**src/rtl/phy_rst_pkg.sv**
```systemverilog
package phy_rst_pkg;
   localparam int unsigned WORD_W = 32;

   typedef enum logic [2:0] {
      SQ_IDLE,
      SQ_HOLD,
      SQ_SETTLE,
      SQ_POLL,
      SQ_FIN
   } seq_state_t;

   function automatic int unsigned max2(input int unsigned a, input int unsigned b);
      return (a > b) ? a : b;
   endfunction
endpackage

```
**src/rtl/phy_us_tick.sv**
```systemverilog
module phy_us_tick #(
   parameter int unsigned CLK_MHZ = 50
) (
   input  logic clk,
   input  logic rst_n,
   input  logic clr_i,
   output logic tick_o
);
   localparam int unsigned CW = (CLK_MHZ > 1) ? $clog2(CLK_MHZ) : 1;
   localparam logic [CW-1:0] LAST = CW'(CLK_MHZ - 1);

   logic [CW-1:0] cnt_q;

   assign tick_o = (cnt_q == LAST);

   always_ff @(posedge clk or negedge rst_n) begin
      if (!rst_n)        cnt_q <= '0;
      else if (clr_i)    cnt_q <= '0;
      else if (tick_o)   cnt_q <= '0;
      else               cnt_q <= cnt_q + 1'b1;
   end

   generate
      if (CLK_MHZ < 1) begin : g_bad_div
         $error("CLK_MHZ must be at least 1");
      end
      if (CLK_MHZ > 1) begin : g_gap_chk
         AST_TICK_GAP: assert property (@(posedge clk) disable iff (!rst_n)
            (tick_o && !clr_i) |=> !tick_o);
      end
   endgenerate
endmodule

```
**src/rtl/phy_us_timer.sv**
```systemverilog
module phy_us_timer #(
   parameter int unsigned W = 8
) (
   input  logic         clk,
   input  logic         rst_n,
   input  logic         load_i,
   input  logic [W-1:0] load_val_i,
   input  logic         tick_i,
   output logic         last_o
);
   logic [W-1:0] rem_q;

   assign last_o = tick_i && (rem_q == W'(1));

   always_ff @(posedge clk or negedge rst_n) begin
      if (!rst_n)                       rem_q <= '0;
      else if (load_i)                  rem_q <= load_val_i;
      else if (tick_i && rem_q != '0)   rem_q <= rem_q - 1'b1;
   end

   generate
      if (W < 1) begin : g_bad_w
         $error("timer width must be at least 1");
      end
   endgenerate

   AST_LOAD_NONZERO: assert property (@(posedge clk) disable iff (!rst_n)
      load_i |-> (load_val_i != '0));
endmodule

```
**src/rtl/phy_rst_seq.sv**
```systemverilog
module phy_rst_seq
   import phy_rst_pkg::*;
#(
   parameter int unsigned CLK_MHZ   = 50,
   parameter int unsigned HOLD_W    = 16,
   parameter int unsigned SETTLE_US = 150,
   parameter int unsigned POLL_MAX  = 10000,
   parameter int unsigned BLK_BIT   = 18,
   parameter int unsigned RST_BIT   = 31,
   parameter int unsigned CMPL_BIT  = 8
) (
   input  logic              clk,
   input  logic              rst_n,
   input  logic              start_i,
   input  logic [31:0]       mgmt_ctrl_i,
   input  logic [HOLD_W-1:0] hold_us_i,
   input  logic [31:0]       ctrl_word_i,
   output logic [31:0]       ctrl_word_o,
   input  logic [31:0]       pm_status_i,
   output logic              phy_rst_o,
   output logic              busy_o,
   output logic              done_o,
   output logic              timeout_o
);
   localparam int unsigned SET_W = $clog2(SETTLE_US + 1);
   localparam int unsigned PH_W  = max2(HOLD_W, SET_W);
   localparam int unsigned PL_W  = $clog2(POLL_MAX + 1);
   localparam logic [31:0] RST_MASK = 32'(1) << RST_BIT;

   generate
      if (BLK_BIT >= WORD_W || RST_BIT >= WORD_W || CMPL_BIT >= WORD_W) begin : g_bad_bit
         $error("bit positions must lie inside the 32-bit words");
      end
      if (SETTLE_US < 1 || POLL_MAX < 1 || HOLD_W < 1) begin : g_bad_cnt
         $error("SETTLE_US, POLL_MAX and HOLD_W must be at least 1");
      end
   endgenerate

   seq_state_t state_q, state_d;
   logic       tick, tick_clr;
   logic       accept, blocked, cmpl;
   logic       ph_load, ph_tick, ph_last;
   logic       pl_load, pl_tick, pl_last;
   logic [PH_W-1:0] ph_val, hold_eff;
   logic       to_set, to_q;

   assign accept   = (state_q == SQ_IDLE) && start_i;
   assign blocked  = mgmt_ctrl_i[BLK_BIT];
   assign cmpl     = pm_status_i[CMPL_BIT];
   assign hold_eff = (hold_us_i == '0) ? PH_W'(1) : PH_W'(hold_us_i);

   always_comb begin
      state_d = state_q;
      ph_load = 1'b0;
      ph_val  = hold_eff;
      pl_load = 1'b0;
      to_set  = 1'b0;
      unique case (state_q)
         SQ_IDLE: begin
            if (accept) begin
               if (blocked) begin
                  state_d = SQ_FIN;
               end else begin
                  state_d = SQ_HOLD;
                  ph_load = 1'b1;
               end
            end
         end
         SQ_HOLD: begin
            if (ph_last) begin
               state_d = SQ_SETTLE;
               ph_load = 1'b1;
               ph_val  = PH_W'(SETTLE_US);
            end
         end
         SQ_SETTLE: begin
            if (ph_last) begin
               state_d = SQ_POLL;
               pl_load = 1'b1;
            end
         end
         SQ_POLL: begin
            if (tick) begin
               if (cmpl) begin
                  state_d = SQ_FIN;
               end else if (pl_last) begin
                  state_d = SQ_FIN;
                  to_set  = 1'b1;
               end
            end
         end
         SQ_FIN:  state_d = SQ_IDLE;
         default: state_d = SQ_IDLE;
      endcase
   end

   assign tick_clr = (state_d != state_q);
   assign ph_tick  = tick && ((state_q == SQ_HOLD) || (state_q == SQ_SETTLE));
   assign pl_tick  = tick && (state_q == SQ_POLL) && !cmpl;

   phy_us_tick #(.CLK_MHZ(CLK_MHZ)) u_tick (
      .clk(clk), .rst_n(rst_n), .clr_i(tick_clr), .tick_o(tick)
   );

   phy_us_timer #(.W(PH_W)) u_phase (
      .clk(clk), .rst_n(rst_n), .load_i(ph_load), .load_val_i(ph_val),
      .tick_i(ph_tick), .last_o(ph_last)
   );

   phy_us_timer #(.W(PL_W)) u_poll (
      .clk(clk), .rst_n(rst_n), .load_i(pl_load), .load_val_i(PL_W'(POLL_MAX)),
      .tick_i(pl_tick), .last_o(pl_last)
   );

   always_ff @(posedge clk or negedge rst_n) begin
      if (!rst_n) begin
         state_q <= SQ_IDLE;
         to_q    <= 1'b0;
      end else begin
         state_q <= state_d;
         if (accept)      to_q <= 1'b0;
         else if (to_set) to_q <= 1'b1;
      end
   end

   assign phy_rst_o   = (state_q == SQ_HOLD);
   assign ctrl_word_o = phy_rst_o ? (ctrl_word_i | RST_MASK) : ctrl_word_i;
   assign busy_o      = (state_q != SQ_IDLE);
   assign done_o      = (state_q == SQ_FIN);
   assign timeout_o   = to_q;

   AST_BLOCK_SKIP: assert property (@(posedge clk) disable iff (!rst_n)
      (accept && blocked) |=> (done_o && !phy_rst_o));
   AST_DONE_ONE: assert property (@(posedge clk) disable iff (!rst_n)
      done_o |=> !done_o);
   AST_RST_BUSY: assert property (@(posedge clk) disable iff (!rst_n)
      phy_rst_o |-> busy_o);
   AST_TO_STABLE: assert property (@(posedge clk) disable iff (!rst_n)
      (!busy_o && !start_i) |=> $stable(timeout_o));
   AST_START_RST: assert property (@(posedge clk) disable iff (!rst_n)
      (accept && !blocked) |=> (phy_rst_o && !done_o));
endmodule

```
**config.mk**
```make
export PLATFORM = sky130hd
export DESIGN_NAME = phy_rst_seq
export DESIGN_NICKNAME = d
export VERILOG_FILES = /design/src/rtl/phy_rst_pkg.sv /design/src/rtl/phy_us_tick.sv /design/src/rtl/phy_us_timer.sv /design/src/rtl/phy_rst_seq.sv
export SDC_FILE = /design/constraint.sdc
export NUM_CORES = 1
export LEC_CHECK = 0
export BUFFER_PORTS_ARGS = -buffer_cell sky130_fd_sc_hd__buf_4
export CAP_MARGIN = 20
export CORE_MARGIN = 1
export CORE_UTILIZATION = 44
export DETAILED_ROUTE_END_ITERATION = 10
export PLACE_DENSITY = 0.82
export SLEW_MARGIN = 20
export SYNTH_ARGS = -nofsm -noshare
export SYNTH_HDL_FRONTEND = slang
export SYNTH_SLANG_ARGS = --single-unit
export TNS_END_PERCENT = 50
```
**constraint.sdc**
```tcl
create_clock -name clk -period 2.6 [get_ports clk]
set_input_delay 0.26 -clock clk [delete_from_list [all_inputs] [get_ports clk]]
set_output_delay 0.26 -clock clk [all_outputs]
set_load 0.02 [all_outputs]
```
==> results.py, run 1 <==
metrics = {
    "run_status": {
        "status": "completed",
    },
    "detailed_routing": {
        "drtIter0Drc": 73,
        "drt_first_pass_iters": 4,
        "routed_via_density": 5.78,
        "avgRoutedWirePerCell_microns": 15.0,
        "antenna_left": 0,
        "wl_mm": 5.54,
        "vias": 2134,
        "drc": 0,
    },
    "min_path": {
        "hold_path_end": "u_phase.rem_q[11]",
        "hold_start": "hold_us_i[11]",
        "min_path_type": "input port to register",
        "min_path_cells": 3,
    },
    "yosys": {
        "netlist_area_sq_um": 2610,
        "synthArstFlopShare": 1.00,
        "avgSynthCellArea_sq_um": 8.91,
        "ys_seq_area_frac": 0.384,
        "synth-seq-cells": 40,
        "yosys_warnings": 0,
        "synth_top_flop_cell": "dfrtp_1",
        "syn_nets": 416,
        "synthDistinctLibCells": 48,
        "synth_enable_flop_cells": 0,
        "synthesis.instances": 293,
    },
    "pwr": {
        "total_leakage_power_nw": 1.10,
        "pwr_density_cell_nw_per_um2": 774,
        "irDropWorstVdd_mv": 0.454,
    },
    "cts": {
        "root_buffer": "clkbuf_8",
        "clock_sinks": 40,
        "numCtsBuffers": 5,
        "clkSlewWorstSetupHoldPaths_ns": 0.08,
        "cts_tree": "built",
        "htree_levels": 2,
        "worstSkewPairLatency_ns": 0.29,
        "ctsLongestPathBuffers": 2,
    },
    "placed_design": {
        "place_congestion": 0.929,
        "io_buffers": 26,
        "place_area_sq_um": 2690,
        "dp_hpwl_mm": 4.07,
    },
    "finish": {
        "final_cell_area_sq_um": 2800,
        "diodes": 0,
        "areaGrowthSynthToFinish_pct": 7.14,
        "nets": 419,
        "drive_above_1_share": 0.158,
    },
    "global_route": {
        "grt_max_degree": 41,
        "grt_pass1_wl_mm": 9.39,
        "globalRouteOverflowTotal": 0,
        "grt_pass1_vias": 2097,
        "antenna_found_initial": 0,
        "grtUsageTotal": 0.193,
    },
    "setup_path": {
        "start_kind": "register",
        "path_max_fanout": 5,
        "timing.rr.start": "u_phase.rem_q[6]",
        "reg2regPathDepth": 6,
        "r2r_end": "u_phase.rem_q[13]",
        "cp_data_arrival_time_ns": 2.78,
        "worst_setup_path_end_kind": "register",
        "cp.required_ns": 2.84,
        "worstSetupPathType": "register to register",
        "r2r_slack_ns": 0.06,
    },
    "sta": {
        "rsz0062_at_grt": "false",
        "fin_crit_ns": 2.54,
        "hold_viol_final": 0,
        "skew_ns": 0.00879,
        "setup_violations": 0,
        "drv_slew": 0,
        "fmax_mhz": 393,
        "worst-slew-pin-transition_ns": 0.530,
        "slew_headroom": 0.646,
        "tns_ns": 0,
        "timing.final.crit_share": 0.978,
    },
    "flow_run": {
        "maxCapViolations": 0,
    },
    "floorplan": {
        "num_rows": 27,
        "die_height_microns": 79.0,
        "dieArea_sq_um": 6240,
        "initial_core_util": 0.465,
        "io_pins": 151,
        "dieWidth_microns": 79.0,
        "core_area_sq_um": 5610,
    },
}
final cells by class:
type,count,area [sq um]
clock buffer,8,90.1
fill,539,2810
inverter,5,18.8
multi-input combinational,210,1340
sequential,40,1000
tap,72,90.1
timing repair buffer,34,258
power breakdown:
part / internal (mW) / switching, mW
clock network: 0.217 / 0.209
registers: 0.790 / 0.225
logic: 0.357 / 0.366
total: 1.36 / 0.800
layer usage:
| layer | vias to the layer above | global-route usage | wire length (microns) |
|---|---|---|---|
| li1 | 1023 | - | - |
| met1 | 1037 | 0.245 | 2490 |
| met2 | 60 | 0.305 | 2620 |
| met3 | 14 | 0.0437 | 358 |
| met4 | 0 | 0.100 | 77 |
| met5 | - | 0 | 0 |
how the worst max path moves through the flow:
stage / start / endpoint / cells past startpoint
6_report: u_phase.rem_q[6] / u_phase.rem_q[13] / 6
5_1_grt: u_phase.rem_q[6] / u_phase.rem_q[13] / 6
4_1_cts: u_phase.rem_q[6] / u_phase.rem_q[13] / 6
3_5_place_dp: u_phase.rem_q[6] / u_phase.rem_q[13] / 6
3_3_place_gp: u_phase.rem_q[6] / u_phase.rem_q[13] / 6
2_1_floorplan: u_phase.rem_q[6] / u_phase.rem_q[13] / 6
stage by stage:
step                      worst slack, ns  power [mW]  std cells  hold slack, ns  utilization
after floorplan                     0.253        1.56        293         -0.0356            -
after global placement              0.164        1.69        360           0.268        0.479
after detailed placement           0.0710        1.73        360           0.273        0.479
after CTS                          0.0594        2.17        369           0.169        0.497
after global routing              0.00733        2.32        369           0.185        0.499
final                              0.0564        2.16        369           0.175        0.499
placed cells by master, fill, tap and decap left out, types with 5 or more instances in the layout:
master,count
dfrtp_1,40
buf_4,33
nor2_1,29
nand2_1,22
xnor2_1,20
o21ai_0,17
nor4_1,15
nor3_1,12
nand3_1,8
ha_1,8
a21oi_1,7
or3_1,7
nor2b_1,6
clkbuf_8,6
inv_1,5
nand2b_1,5
nor4b_1,5
nand4_1,5
xor2_1,5
flip-flops by register name, indices dropped and copies added, names as in the netlist:
name,count
state_q,3
u_phase.rem_q,16
u_poll.rem_q,14
u_tick.cnt_q,6
timeout_o,1
logic make-up (layout without fill, tap and decap cells):
group	after synthesis	after routing	share of synthesized area
AND/OR/NAND/NOR	132	132	0.276
AO/OA/AOI/OAI	44	44	0.107
buffers and inverters	43	47	0.107
flip-flops	40	40	0.384
XOR/XNOR	25	25	0.0839
adder cells (fa/ha/maj)	8	8	0.0384
multiplexers	1	1	0.00431
critical path, cell delays in order, from the launching register on:
cell and delay [ns]:
dfrtp_1 0.43, or4_4 0.58, or4_4 0.47, or3_4 0.36, or3_1 0.33, a21oi_2 0.16, mux2_2 0.16
timing repair:
action / in CTS / in global routing
endpoints found under the hold margin: 40 / 0
setup endpoints to repair: 0 / 2
gates resized for setup: 0 / 2
hold buffers: 1 / 0
setup buffers: 0 / 0
cells in the mapped netlist, types with 2 or more instances:
cell type	n	share of area
nor3_1	12	0.023
nand4_1	5	0.012
xnor2_1	20	0.067
clkbuf_1	5	0.0072
or4_4	2	0.0086
o21ai_0	17	0.033
nor2b_1	6	0.014
ha_1	8	0.038
nand3b_1	2	0.0058
a211oi_1	3	0.0086
or3_1	7	0.017
inv_1	5	0.0072
and2_1	3	0.0072
nor4_1	16	0.038
nand2b_1	5	0.012
nor4b_1	5	0.017
nor3b_1	2	0.0058
dfrtp_1	40	0.38
nand3_1	8	0.015
a21oi_1	8	0.015
or4_1	2	0.0058
nand2_1	22	0.032
buf_4	31	0.089
buf_2	2	0.0038
a31oi_1	2	0.0048
nor2_1	29	0.042
xor2_1	5	0.017
Power figures use the tool's default switching activity.
==> inputs of run 2 (changes only) <==
Settings changed: SETUP_SLACK_MARGIN set to 0.3.
==> results.py, run 2 (same netlist as run 1, synthesis figures left out) <==
metrics = {
    "cts": {
        "clock_sinks": 40,
        "htree_levels": 2,
        "ctsLongestPathBuffers": 2,
        "root_buffer": "clkbuf_8",
        "clkSlewWorstSetupHoldPaths_ns": 0.08,
        "worstSkewPairLatency_ns": 0.29,
        "cts_tree": "built",
        "numCtsBuffers": 5,
    },
    "setup_path": {
        "crit_buf_inv": 0,
        "crit_chain": "or4_4 > or4_4 > or3_4 > or3_1 > a21oi_1 > mux2_2",
        "path_max_fanout": 4,
        "slowest_stage": "or4_4",
        "start_kind": "register",
        "critPathTopFamily": "simple AND/OR/NAND/NOR gates",
        "worstSetupPathType": "register to register",
        "cp.required_ns": 2.83,
        "worst_path_most_repeated_cell": "or4_4",
        "worst_setup_path_end_kind": "register",
        "cpPeakStageDelay_ns": 0.55,
        "cp_data_arrival_time_ns": 2.68,
    },
    "pwr": {
        "pwr_density_cell_nw_per_um2": 798,
        "total_leakage_power_nw": 1.13,
        "clkPwrFrac": 0.223,
        "irDropWorstVdd_mv": 0.447,
        "total_power_mw": 2.28,
        "pwr-share-comb": 0.334,
        "switching_share": 0.365,
        "p_switching_mw": 0.834,
        "p_seq_frac": 0.443,
        "p_int_mw": 1.45,
    },
    "global_route": {
        "globalRouteOverflowTotal": 0,
        "antenna_found_initial": 0,
        "grt_max_degree": 41,
        "grtUsageTotal": 0.190,
        "grt_pass1_wl_mm": 9.29,
        "grt_pass1_vias": 2048,
    },
    "sta": {
        "fin_crit_ns": 2.45,
        "slew_headroom": 0.585,
        "tns_ns": 0,
        "timing.final.crit_share": 0.941,
        "rsz0062_at_grt": "true",
        "holdWs_ns": 0.182,
        "worst-slew-pin-transition_ns": 0.622,
        "skew_ns": 0.00549,
        "hold_viol_final": 0,
        "setup_violations": 0,
        "drv_slew": 0,
        "fmax_mhz": 409,
    },
    "placed_design": {
        "place_area_sq_um": 2690,
        "place_congestion": 0.920,
        "io_buffers": 26,
        "dp_hpwl_mm": 4.13,
    },
    "flow_run": {
        "maxCapViolations": 0,
    },
    "finish": {
        "areaGrowthSynthToFinish_pct": 9.59,
        "diodes": 0,
        "final_cell_mix": "40 x dfrtp_1, 38 x buf_4, 28 x nor2_1",
        "post-route-util": 0.510,
        "largestRegisters": "u_phase.rem_q (16), u_poll.rem_q (14), u_tick.cnt_q (6)",
        "drive_above_1_share": 0.182,
        "largest-register": "u_phase.rem_q",
        "largest_register_ffs": 16,
        "final_cell_area_sq_um": 2860,
        "final_common_cell": "dfrtp_1",
        "nets": 424,
    },
    "detailed_routing": {
        "drc": 0,
        "antenna_left": 0,
        "wl_mm": 5.57,
        "drt_first_pass_iters": 5,
        "avgRoutedWirePerCell_microns": 14.9,
        "routed_via_density": 5.63,
        "drtIter0Drc": 138,
        "vias": 2107,
    },
    "run_status": {
        "status": "completed",
    },
    "floorplan": {
        "die_height_microns": 79.0,
        "dieArea_sq_um": 6240,
        "dieWidth_microns": 79.0,
        "num_rows": 27,
        "initial_core_util": 0.465,
        "core_area_sq_um": 5610,
        "io_pins": 151,
    },
    "min_path": {
        "min_path_type": "input port to register",
    },
}
==> run 2: layer usage <==
metal,GRT usage,part of all wire
met2,0.316,0.48
met3,0.0379,0.056
met1,0.242,0.45
met5,0,0
met4,0.0764,0.013
==> run 2: final cells by class <==
| cell class | instances | area (sq um) |
|---|---|---|
| Inverter | 5 | 18.8 |
| Tap cell | 72 | 90.1 |
| Timing Repair Buffer | 39 | 295 |
| Multi-Input combinational cell | 210 | 1340 |
| Fill cell | 538 | 2750 |
| Clock inverter | 3 | 42.5 |
| Sequential cell | 40 | 1000 |
| Clock buffer | 5 | 68.8 |
==> run 2: power groups by stage <==
stage | clock, mW | combinational (mW) | sequential, mW
after CTS | 0.516 | 0.754 | 1.00
after global routing | 0.537 | 0.848 | 1.04
after global placement | 0 | 0.682 | 1.01
final | 0.510 | 0.763 | 1.01
after floorplan | 0 | 0.614 | 0.944
after detailed placement | 0 | 0.717 | 1.02
==> run 2: timing repair <==
| item | 4_1_cts | 5_1_grt |
|---|---|---|
| setup buffers | 2 | 2 |
| hold endpoints to repair | 40 | 0 |
| resized for setup | 0 | 3 |
| setup endpoints to repair | 2 | 15 |
| hold buffers | 1 | 0 |
==> run 2: per-stage QoR <==
stage | setup slack [ns] | std cells
6_report | 0.154 | 374
5_1_grt | 0.0888 | 374
4_1_cts | 0.163 | 372
3_5_place_dp | 0.151 | 361
3_3_place_gp | 0.180 | 361
2_1_floorplan | 0.263 | 293
==> run 2: final timing paths <==
check                                  from                end  slack [ns]  depth (start not counted)
hold / removal                 hold_us_i[9]   u_phase.rem_q[9]        0.18                          3
setup / recovery           u_phase.rem_q[7]  u_phase.rem_q[13]        0.15                          6
max in group asynchronous             rst_n  u_phase.rem_q[15]        1.77                          2
setup reg to reg           u_phase.rem_q[7]  u_phase.rem_q[13]        0.15                          6
hold reg to reg             u_tick.cnt_q[0]    u_tick.cnt_q[0]        0.51                          1
min in group asynchronous             rst_n   u_poll.rem_q[13]        0.47                          2
==> run 2: worst register-to-register path, cell delays in order, from the launching register on <==
cell and delay (ns):
dfrtp_1 0.39, or4_4 0.55, or4_4 0.47, or3_4 0.37
or3_1 0.31, a21oi_1 0.14, mux2_2 0.15
